===== src/rtl/mac_pkg.sv =====
package mac_pkg;
  localparam int WORD_W_D    = 32;
  localparam int NIB_W_D     = 4;
  localparam int N_BOX_D     = 8;
  localparam int KEY_WORDS_D = 8;
  localparam int ROUNDS_D    = 16;
  localparam int ROT_D       = 11;

  typedef enum logic [1:0] {
    ST_IDLE  = 2'd0,
    ST_RUN   = 2'd1,
    ST_DONE  = 2'd2,
    ST_FAULT = 2'd3
  } mac_state_e;
endpackage


===== src/rtl/mac_sbox_bank.sv =====
module mac_sbox_bank #(
  parameter int NIB_W = 4,
  parameter int N_BOX = 8,
  localparam int ROWS   = 1 << NIB_W,
  localparam int BOX_W  = $clog2(N_BOX),
  localparam int ADDR_W = BOX_W + NIB_W,
  localparam int VEC_W  = NIB_W * N_BOX
) (
  input  logic              clk,
  input  logic              we_i,
  input  logic [ADDR_W-1:0] addr_i,
  input  logic [NIB_W-1:0]  wdata_i,
  input  logic [VEC_W-1:0]  x_i,
  output logic [VEC_W-1:0]  y_o
);
  for (genvar b = 0; b < N_BOX; b++) begin : g_box
    logic [NIB_W-1:0] row_q [ROWS];
    logic             sel;

    assign sel = we_i && (addr_i[ADDR_W-1:NIB_W] == BOX_W'(b));

    always_ff @(posedge clk) begin
      if (sel) begin
        row_q[addr_i[NIB_W-1:0]] <= wdata_i;
      end
    end

    assign y_o[b*NIB_W +: NIB_W] = row_q[x_i[b*NIB_W +: NIB_W]];
  end
endmodule


===== src/rtl/mac_round.sv =====
module mac_round #(
  parameter int WORD_W = 32,
  parameter int ROT    = 11
) (
  input  logic [WORD_W-1:0] a_i,
  input  logic [WORD_W-1:0] b_i,
  input  logic [WORD_W-1:0] k_i,
  output logic [WORD_W-1:0] sum_o,
  input  logic [WORD_W-1:0] sub_i,
  output logic [WORD_W-1:0] a_o,
  output logic [WORD_W-1:0] b_o
);
  logic [WORD_W-1:0] rot;

  always_comb begin
    sum_o = a_i + k_i;
    rot   = {sub_i[WORD_W-ROT-1:0], sub_i[WORD_W-1:WORD_W-ROT]};
    a_o   = rot ^ b_i;
    b_o   = a_i;
  end
endmodule


===== src/rtl/mac_ctrl.sv =====
module mac_ctrl
  import mac_pkg::*;
#(
  parameter int ROUNDS = 16,
  localparam int RND_W = $clog2(ROUNDS)
) (
  input  logic             clk,
  input  logic             rst_n,
  input  logic             clr_i,
  input  logic             valid_i,
  input  logic             last_i,
  output logic             ready_o,
  output logic             accept_o,
  output logic             run_o,
  output logic [RND_W-1:0] rnd_o,
  output logic             tag_valid_o,
  output logic             err_o
);
  mac_state_e       st_q, st_d;
  logic [RND_W-1:0] rnd_q, rnd_d;
  logic             seen_q, seen_d;
  logic             last_q, last_d;
  logic             take, bad_first;

  always_comb begin
    take      = (st_q == ST_IDLE) && valid_i && !clr_i;
    bad_first = take && last_i && !seen_q;
    accept_o  = take && !bad_first;
    st_d      = st_q;
    rnd_d     = rnd_q;
    seen_d    = seen_q;
    last_d    = last_q;
    if (clr_i) begin
      st_d   = ST_IDLE;
      rnd_d  = '0;
      seen_d = 1'b0;
      last_d = 1'b0;
    end else begin
      unique case (st_q)
        ST_IDLE: begin
          if (bad_first) begin
            st_d = ST_FAULT;
          end else if (accept_o) begin
            st_d   = ST_RUN;
            rnd_d  = '0;
            seen_d = 1'b1;
            last_d = last_i;
          end
        end
        ST_RUN: begin
          rnd_d = rnd_q + 1'b1;
          if (rnd_q == RND_W'(ROUNDS - 1)) begin
            st_d = last_q ? ST_DONE : ST_IDLE;
          end
        end
        default: st_d = st_q;
      endcase
    end
  end

  always_ff @(posedge clk or negedge rst_n) begin
    if (!rst_n) begin
      st_q   <= ST_IDLE;
      rnd_q  <= '0;
      seen_q <= 1'b0;
      last_q <= 1'b0;
    end else begin
      st_q   <= st_d;
      rnd_q  <= rnd_d;
      seen_q <= seen_d;
      last_q <= last_d;
    end
  end

  assign ready_o     = (st_q == ST_IDLE);
  assign run_o       = (st_q == ST_RUN) && !clr_i;
  assign rnd_o       = rnd_q;
  assign tag_valid_o = (st_q == ST_DONE);
  assign err_o       = (st_q == ST_FAULT);
endmodule


===== src/rtl/mac_imit_top.sv =====
module mac_imit_top
  import mac_pkg::*;
#(
  parameter int WORD_W    = WORD_W_D,
  parameter int NIB_W     = NIB_W_D,
  parameter int KEY_WORDS = KEY_WORDS_D,
  parameter int ROUNDS    = ROUNDS_D,
  parameter int ROT       = ROT_D,
  localparam int BLK_W    = 2 * WORD_W,
  localparam int KEY_W    = KEY_WORDS * WORD_W,
  localparam int N_BOX    = WORD_W / NIB_W,
  localparam int ADDR_W   = $clog2(N_BOX) + NIB_W,
  localparam int RND_W    = $clog2(ROUNDS),
  localparam int KSEL_W   = $clog2(KEY_WORDS)
) (
  input  logic              clk,
  input  logic              rst_n,
  input  logic [KEY_W-1:0]  key_i,
  input  logic              tbl_we_i,
  input  logic [ADDR_W-1:0] tbl_addr_i,
  input  logic [NIB_W-1:0]  tbl_data_i,
  input  logic              clr_i,
  input  logic              blk_valid_i,
  input  logic [BLK_W-1:0]  blk_data_i,
  input  logic              blk_last_i,
  output logic              blk_ready_o,
  output logic              tag_valid_o,
  output logic [BLK_W-1:0]  tag_o,
  output logic              err_o
);
  logic [1:0]        rst_sync_q;
  logic              rst_int_n;
  logic              accept, run;
  logic [RND_W-1:0]  rnd;
  logic [BLK_W-1:0]  st_q, st_d;
  logic [WORD_W-1:0] kw [KEY_WORDS];
  logic [WORD_W-1:0] k_cur, sum, sub, a_n, b_n;

  always_ff @(posedge clk or negedge rst_n) begin
    if (!rst_n) rst_sync_q <= 2'b00;
    else        rst_sync_q <= {rst_sync_q[0], 1'b1};
  end
  assign rst_int_n = rst_sync_q[1];

  for (genvar g = 0; g < KEY_WORDS; g++) begin : g_kw
    assign kw[g] = key_i[g*WORD_W +: WORD_W];
  end
  assign k_cur = kw[rnd[KSEL_W-1:0]];

  mac_ctrl #(.ROUNDS(ROUNDS)) ctrl_i (
    .clk        (clk),
    .rst_n      (rst_int_n),
    .clr_i      (clr_i),
    .valid_i    (blk_valid_i),
    .last_i     (blk_last_i),
    .ready_o    (blk_ready_o),
    .accept_o   (accept),
    .run_o      (run),
    .rnd_o      (rnd),
    .tag_valid_o(tag_valid_o),
    .err_o      (err_o)
  );

  mac_round #(.WORD_W(WORD_W), .ROT(ROT)) round_i (
    .a_i  (st_q[WORD_W-1:0]),
    .b_i  (st_q[BLK_W-1:WORD_W]),
    .k_i  (k_cur),
    .sum_o(sum),
    .sub_i(sub),
    .a_o  (a_n),
    .b_o  (b_n)
  );

  mac_sbox_bank #(.NIB_W(NIB_W), .N_BOX(N_BOX)) sbox_i (
    .clk    (clk),
    .we_i   (tbl_we_i),
    .addr_i (tbl_addr_i),
    .wdata_i(tbl_data_i),
    .x_i    (sum),
    .y_o    (sub)
  );

  always_comb begin
    st_d = st_q;
    if (clr_i)       st_d = '0;
    else if (accept) st_d = st_q ^ blk_data_i;
    else if (run)    st_d = {b_n, a_n};
  end

  always_ff @(posedge clk or negedge rst_int_n) begin
    if (!rst_int_n) st_q <= '0;
    else            st_q <= st_d;
  end

  assign tag_o = tag_valid_o ? st_q : '0;
endmodule


===== config.mk =====
export PLATFORM = sky130hd
export DESIGN_NAME = mac_imit_top
export DESIGN_NICKNAME = d
export VERILOG_FILES = /design/src/rtl/mac_pkg.sv /design/src/rtl/mac_sbox_bank.sv /design/src/rtl/mac_round.sv /design/src/rtl/mac_ctrl.sv /design/src/rtl/mac_imit_top.sv
export SDC_FILE = /design/constraint.sdc
export NUM_CORES = 1
export LEC_CHECK = 0
export BUFFER_PORTS_ARGS = -buffer_cell sky130_fd_sc_hd__buf_4
export CORE_MARGIN = 1.5
export CORE_UTILIZATION = 58
export CTS_CLUSTER_DIAMETER = 80
export CTS_CLUSTER_SIZE = 14
export DETAILED_ROUTE_END_ITERATION = 7
export PLACE_DENSITY = 0.81
export SLEW_MARGIN = 20
export SYNTH_ARGS = -nofsm -noshare
export SYNTH_HDL_FRONTEND = slang
export SYNTH_SLANG_ARGS = --single-unit

===== constraint.sdc =====
create_clock -name clk -period 2.7 [get_ports clk]
set_input_delay 0.405 -clock clk [delete_from_list [all_inputs] [get_ports clk]]
set_output_delay 0.405 -clock clk [all_outputs]
set_load 0.005 [all_outputs]

==> results of run 1 <==
[where the power goes]
part	switching (mW)	internal (mW)
Combinational	13.1	14.1
Sequential	0.561	10.2
Clock	3.34	3.59
[worst register-to-register path, stage by stage, from the launching register on]
cell                       delay (ns)
sky130_fd_sc_hd__dfrtp_4         0.52
sky130_fd_sc_hd__buf_12          0.15
sky130_fd_sc_hd__buf_16          0.14
sky130_fd_sc_hd__mux4_2          0.44
sky130_fd_sc_hd__mux2_4          0.29
sky130_fd_sc_hd__ha_4            0.23
sky130_fd_sc_hd__a21o_1          0.20
sky130_fd_sc_hd__a211oi_2        0.23
sky130_fd_sc_hd__a21oi_2         0.12
sky130_fd_sc_hd__a211o_4         0.39
sky130_fd_sc_hd__nand4_1         0.15
sky130_fd_sc_hd__nand2_2         0.11
sky130_fd_sc_hd__xor2_4          0.24
sky130_fd_sc_hd__buf_12          0.18
sky130_fd_sc_hd__mux4_2          0.55
sky130_fd_sc_hd__mux2i_1         0.21
sky130_fd_sc_hd__mux2i_1         0.11
sky130_fd_sc_hd__buf_4           0.17
sky130_fd_sc_hd__xnor2_2         0.17
sky130_fd_sc_hd__o221ai_1        0.15
[layer usage]
metal | wire length (um) | vias to the layer above | GRT usage (%)
met1 | 34500 | 10756 | 49.6
li1 | - | 8707 | -
met5 | 131 | - | 0
met2 | 50400 | 1816 | 65.2
met3 | 13000 | 445 | 12.4
met4 | 9610 | 18 | 29.3
[state kept, by name, summed over array words and instances (netlist names)]
register            cells
ctrl_i.last_q           1
sbox_i.g_box.row_q    512
ctrl_i.st_q             2
ctrl_i.rnd_o            4
rst_sync_q              2
st_q                   64
ctrl_i.seen_q           1
[cell families after synthesis]
group,after synthesis,share of synthesized area (%)
flops,586,60.9
mux,337,19.0
compound gates,287,7.24
buf+inv,105,1.60
simple gates,438,7.45
xor+xnor,73,2.36
other cells,1,0.0132
fa+ha+maj,33,1.49
[timing repair]
item | CTS | global route
endpoints found under the hold margin | 3 | 0
endpoints found under the setup margin | 48 | 32
hold buffers | 2 | 0
gates cloned | 8 | 6
gates resized for setup | 108 | 142
pin swaps | 32 | 72
setup buffers | 27 | 21
[placed cells by master (no fill, tap or decap), drive strengths merged, types with 54 or more instances in the layout]
cell type  netlist  layout
mux2            54      54
nand2           73      73
edfxtp         512     512
dfrtp           74      74
clkbuf          61      80
mux2i          129     129
and2            70      70
mux4           154     154
o21ai           94      94
nor2           186     186
buf             36     721
[through the flow]
stage / std cells / power [mW] / setup TNS [ns] / util [%]
2_1_floorplan: 1860 / 23.3 / -50.01 / -
3_3_place_gp: 3052 / 30.9 / -57.49 / 71.8
3_5_place_dp: 3052 / 31.3 / -58.96 / 71.8
4_1_cts: 3168 / 41.1 / -57.90 / 77.0
5_1_grt: 3198 / 46.0 / -63.03 / 79.0
6_report: 3201 / 44.9 / -60.56 / 79.1
[path summary, 6_finish.rpt]
path                                              end  slack (ns)
setup reg to reg                  st_q[2]$_DFFE_PN0P_       -2.22
setup / recovery                  st_q[2]$_DFFE_PN0P_       -2.22
max in group asynchronous         st_q[2]$_DFFE_PN0P_        1.48
hold / removal             ctrl_i.st_q[0]$_DFFE_PN0P_        0.06
min in group asynchronous     rst_sync_q[0]$_DFF_PN0_        0.11
hold reg to reg               rst_sync_q[1]$_DFF_PN0_        0.36
[cell type report]
class                   count  area (um2)  area share, %
diodes                     12        30.0         0.0792
clock buffers              74        1320           3.48
clock inverters             7         125          0.330
inverters                   8        30.0         0.0792
multi-input cells        1169       12000           31.8
flip-flops and latches    586       17200           45.5
well taps                 615         769           2.03
repair buffers            730        6360           16.8
==> results.cfg, run 1 <==
[run_status]
outcome = finished with violations
failing_checks = setup timing

[floorplanning]
floorplan.io_pins = 404
die_y_um = 224
start_util_pct = 59.0
die_w_um = 224
die_area_um2 = 50100
placement_rows = 80
core_um2 = 47900

[sta]
timing_max_transition_violations_final = 0
finalHoldViolations = 0
setup_viol = 32
fmax_ghz = 0.203
min_period_over_period_pct = 182
worst_slew_pin_slew_ns = 0.967
worst_slew_margin_rel_pct = 35.6
rsz0062_at_grt = true
finClkSkew_ns = 0.0350
final_min_period_ns = 4.92
finalHoldWorstSlack_ns = 0.0619
worst_slack_ns = -2.22

[clock_tree]
cts_buffers = 49
worstSkewPairLatency_ns = 0.63
cts_buffer_depth = 3
clock_pin_slew_worst_setup_and_hold_paths_ns = 0.07
clock_sinks = 586
cts_tree = yes
ctsHtreeMaxLevel = 2
clk_root_buffer_cell = sky130_fd_sc_hd__clkbuf_16

[critical_path]
worstPathCellList = buf_12 -> buf_16 -> mux4_2 -> mux2_4 -> ha_4 -> a21o_1 -> a211oi_2 -> a21oi_2 -> a211o_4 -> nand4_1 -> nand2_2 -> xor2_4 -> buf_12 -> mux4_2 -> mux2i_1 -> mux2i_1 -> buf_4 -> xnor2_2 -> o221ai_1
critPathTopFamily = multiplexers
worst-path-stages = 19
timing.critical_path.from = ctrl_i.rnd_o[0]$_DFFE_PN0P_
startpoint_type = flop
worst_setup_path_end_kind = flop
r2r_cells = 19
critical_path.slowest_cell = sky130_fd_sc_hd__mux4_2
worstSetupPathType = flop to flop
critical_path_arrival_ns = 5.36
r2r-start = ctrl_i.rnd_o[0]$_DFFE_PN0P_
worst_ep_required_time_ns = 3.14
peak_fanout_along_the_critical_path = 8
critPathMaxStageDelay_ns = 0.54
critical_path.n_buffers_inverters = 4

[power]
maximum_vdd_ir_drop_uv = 779
power.density_nw_per_um2 = 1190
p_leak_nw = 14.2

[layout]
fin_nets = 2914
layout.cell_area.non_filler_um2 = 37900
n_fill_cell = 2508
area_delta_synth_final_pct = 33.9
final_layout_size_suffix_gt1_share_pct = 46.3

[placed_design]
placement.cell_area_um2 = 34400
dp_hpwl_um = 72100
pre_cts_slack_ns = -2.21
gp_congestion = 1.02
placement.io_buffers = 403

[global_route]
grt_first_pass_wirelength_um = 147000
grt_use_total_pct = 41.6
overflow = 0
grt_start_max_net_pins = 96
grt_pass1_vias = 21343
antenna_found_initial = 25

[synth]
top_post_synthesis_cells_by_count = sky130_fd_sc_hd__edfxtp_1, sky130_fd_sc_hd__nor2_1, sky130_fd_sc_hd__mux4_2, sky130_fd_sc_hd__mux2i_1, sky130_fd_sc_hd__o21ai_0
yosysMostFrequentCell = sky130_fd_sc_hd__edfxtp_1
synth_top_cell_area_share_pct = 54.3
yosysUniqueCellTypes = 69
synth_top_cell_by_area = sky130_fd_sc_hd__edfxtp_1
number_of_enable_flip_flop_cells_after_synthesis = 512
synth_seq_area_share_pct = 60.9
synth.cell_area_um2 = 28300
synth-async-reset-ratio_pct = 12.6
avgSynthCellArea_um2 = 15.2
post_synth_main_area_contributors = sky130_fd_sc_hd__edfxtp_1, sky130_fd_sc_hd__mux4_2, sky130_fd_sc_hd__dfrtp_1
ys_seq_elements = 586
postSynth.topFlopCell = sky130_fd_sc_hd__edfxtp_1
synth_cells = 1860
ys.warnings.count = 0
post_synthesis_net_count = 2230

[routing]
drt-initial-drc-count = 2801
vias_per_cell = 6.79
routed_wire_length_per_instance_um = 33.6
route.vias.total = 21742
drt_pass_1_iters = 8
wl_um = 108000
drcViolationCount = 0
post_drt_antenna_nets = 0

[hold_path]
worst_hold_depth = 2
timing.hold.worst.start = clr_i
hold_path.class = input pin to flop

[run]
drv_cap = 0
Note: power is estimated with default switching activity, not from simulation.
==> inputs of run 2 (changes only) <==
Settings changed: BUFFER_PORTS_ARGS -buffer_cell sky130_fd_sc_hd__buf_4 to default, CORE_UTILIZATION 58 to 60, DONT_BUFFER_PORTS from default to 1, PLACE_DENSITY 0.81 to 0.76, REMOVE_ABC_BUFFERS from default to 1.
==> results.cfg, run 2 (synthesized netlist as in run 1, its figures left out) <==
[placed_design]
gp_congestion = 0.984
pre_cts_slack_ns = -2.45
dp_hpwl_um = 57600
placement.io_buffers = 0

[sta]
finClkSkew_ns = 0.0235
finalHoldViolations = 0
worst_slack_ns = -2.23
min_period_over_period_pct = 182
rsz0062_at_grt = true
worst_slew_pin_slew_ns = 1.06
fmax_ghz = 0.203
final_min_period_ns = 4.93
setup_viol = 32
timing_max_transition_violations_final = 0
worst_slew_margin_rel_pct = 29.0
finalHoldWorstSlack_ns = 0.0212

[routing]
wl_um = 87800
post_drt_antenna_nets = 0
drt-initial-drc-count = 2177
route.vias.total = 19471
drcViolationCount = 0
routed_wire_length_per_instance_um = 31.2
vias_per_cell = 6.93
drt_pass_1_iters = 7

[power]
power_mw = 41.4
power.net_switching_mw = 14.9
power.density_nw_per_um2 = 1200
power.share.clock_pct = 15.6
maximum_vdd_ir_drop_uv = 715
p_leak_nw = 12.2
power_switching_share_pct = 36.0
pwr-share-seq_pct = 25.9
p_comb_share_pct = 58.5
p_int_mw = 26.5

[critical_path]
critical_path.slowest_cell = sky130_fd_sc_hd__dfrtp_4
critical_path_arrival_ns = 5.38
worst_ep_required_time_ns = 3.15
crit_top_cell = sky130_fd_sc_hd__buf_4
worstPathCellList = buf_12 -> buf_4 -> mux4_2 -> mux2_2 -> ha_1 -> a21oi_1 -> buf_4 -> o21ai_0 -> a21oi_1 -> nand2_1 -> a41o_1 -> a221o_1 -> o311ai_4 -> buf_12 -> buf_4 -> mux2i_2 -> mux2i_1 -> mux2i_1 -> xnor2_1 -> o221ai_1
critPathMaxStageDelay_ns = 0.45
worst_setup_path_end_kind = flop
peak_fanout_along_the_critical_path = 26
worstSetupPathType = flop to flop
regToRegSetupSlack_ns = -2.23
startpoint_type = flop

[floorplanning]
die_area_um2 = 48500
die_w_um = 220
die_y_um = 220
placement_rows = 79
core_um2 = 46600
start_util_pct = 60.8
floorplan.io_pins = 404

[layout]
area_delta_synth_final_pct = 21.9
fin_nets = 2522
largest_register_ffs = 512
n_fill_cell = 2697
area_of_combinational_cells_with_multiple_inputs_um2 = 11700
final_layout_size_suffix_gt1_share_pct = 32.6
final_common_cell = sky130_fd_sc_hd__edfxtp_1
final-seq-area_um2 = 17200
commonest_cells_after_routing_fill_and_taps_aside = sky130_fd_sc_hd__edfxtp_1, sky130_fd_sc_hd__buf_4, sky130_fd_sc_hd__nor2_1

[global_route]
grt_util_met2_pct = 55.9
overflow = 0
grt_busiest_layer = met2
gr-usage-met3_pct = 8.00
grtUsageMet1_pct = 47.1
grt_start_max_net_pins = 129
grt_first_pass_wirelength_um = 123000
grt_pass1_vias = 19347
grt_use_total_pct = 35.5
antenna_found_initial = 14

[clock_tree]
worstSkewPairLatency_ns = 0.61
clock_sinks = 586
cts_buffers = 47
ctsHtreeMaxLevel = 2
clk_root_buffer_cell = sky130_fd_sc_hd__clkbuf_16
cts_tree = yes
clock_pin_slew_worst_setup_and_hold_paths_ns = 0.07
cts_buffer_depth = 3

[hold_path]
hold_path.class = input pin to flop

[run_status]
failing_checks = setup timing
outcome = finished with violations

[run]
drv_cap = 0
run 2: cell count changes in the layout (fill, tap and decap cells not counted), sizes merged, moves of 2 or more:
| cell | previous run | this run |
|---|---|---|
| buf | 721 | 309 |
| diode | 12 | 16 |
| inv | 12 | 9 |
| dlygate4sd3 | 2 | 26 |
| clkbuf | 80 | 87 |
| bufinv | 2 | 0 |
run 2: area by class of cell:
type                       count  area share (%)
antenna                       16           0.116
clock buffer                  83            3.86
clock inverter                 2          0.0725
inverter                       8          0.0943
multi-input combinational   1170            33.9
sequential                   586            49.9
tap                          607            2.20
timing repair buffer         339            9.82
run 2: worst max-delay path, delay by kind of cell (launching register included):
family	cells	cell delay [ns]
flops	1	0.45
buf+inv	5	0.90
mux	5	1.17
xor+xnor	1	0.15
compound gates	7	1.62
simple gates	1	0.12
fa+ha+maj	1	0.35
run 2: path summary, 6_finish.rpt:
path,start,to,cells after the start
worst max register to register,ctrl_i.rnd_o[1]$_DFFE_PN0P_,st_q[7]$_DFFE_PN0P_,20
min in group asynchronous,rst_n,rst_sync_q[1]$_DFF_PN0_,1
worst max-delay path,ctrl_i.rnd_o[1]$_DFFE_PN0P_,st_q[7]$_DFFE_PN0P_,20
worst min register to register,rst_sync_q[1]$_DFF_PN0_,ctrl_i.st_q[1]$_DFFE_PN0P_,0
max in group asynchronous,rst_sync_q[1]$_DFF_PN0_,st_q[49]$_DFFE_PN0P_,1
worst min-delay path,blk_data_i[0],st_q[0]$_DFFE_PN0P_,2
run 2: metrics by stage:
stage | instance area (um2) | setup TNS (ns) | util, % | std cells
2_1_floorplan | 27900 | -187.48 | - | 1763
3_3_place_gp | 31000 | -57.62 | 66.6 | 2626
3_5_place_dp | 31000 | -60.77 | 66.6 | 2626
4_1_cts | 33900 | -56.34 | 72.7 | 2774
5_1_grt | 34500 | -63.33 | 74.1 | 2805
6_report | 34500 | -59.64 | 74.1 | 2811
run 2: timing repair:
item | in CTS | in global routing
endpoints found under the setup margin | 32 | 32
resized for setup | 141 | 92
gates cloned | 8 | 3
setup buffers | 29 | 24
pin swaps | 43 | 54
hold buffers | 30 | 0
hold endpoints to repair | 544 | 0
run 2: layer usage:
layer | wire length [um] | vias to the layer above
met4 | 3930 | 2
met3 | 9840 | 253
met2 | 42200 | 1409
met1 | 31900 | 9838
met5 | 13 | -
li1 | - | 7969
run 2: power groups by stage:
| stage | registers (mW) | clock network, mW | logic (mW) |
|---|---|---|---|
| final | 10.7 | 6.48 | 24.2 |
| after global routing | 10.7 | 6.82 | 25.2 |
| after CTS | 10.7 | 6.51 | 22.2 |
| after detailed placement | 10.8 | 0 | 18.8 |
| after global placement | 10.8 | 0 | 18.4 |
| after floorplan | 10.7 | 0 | 11.1 |
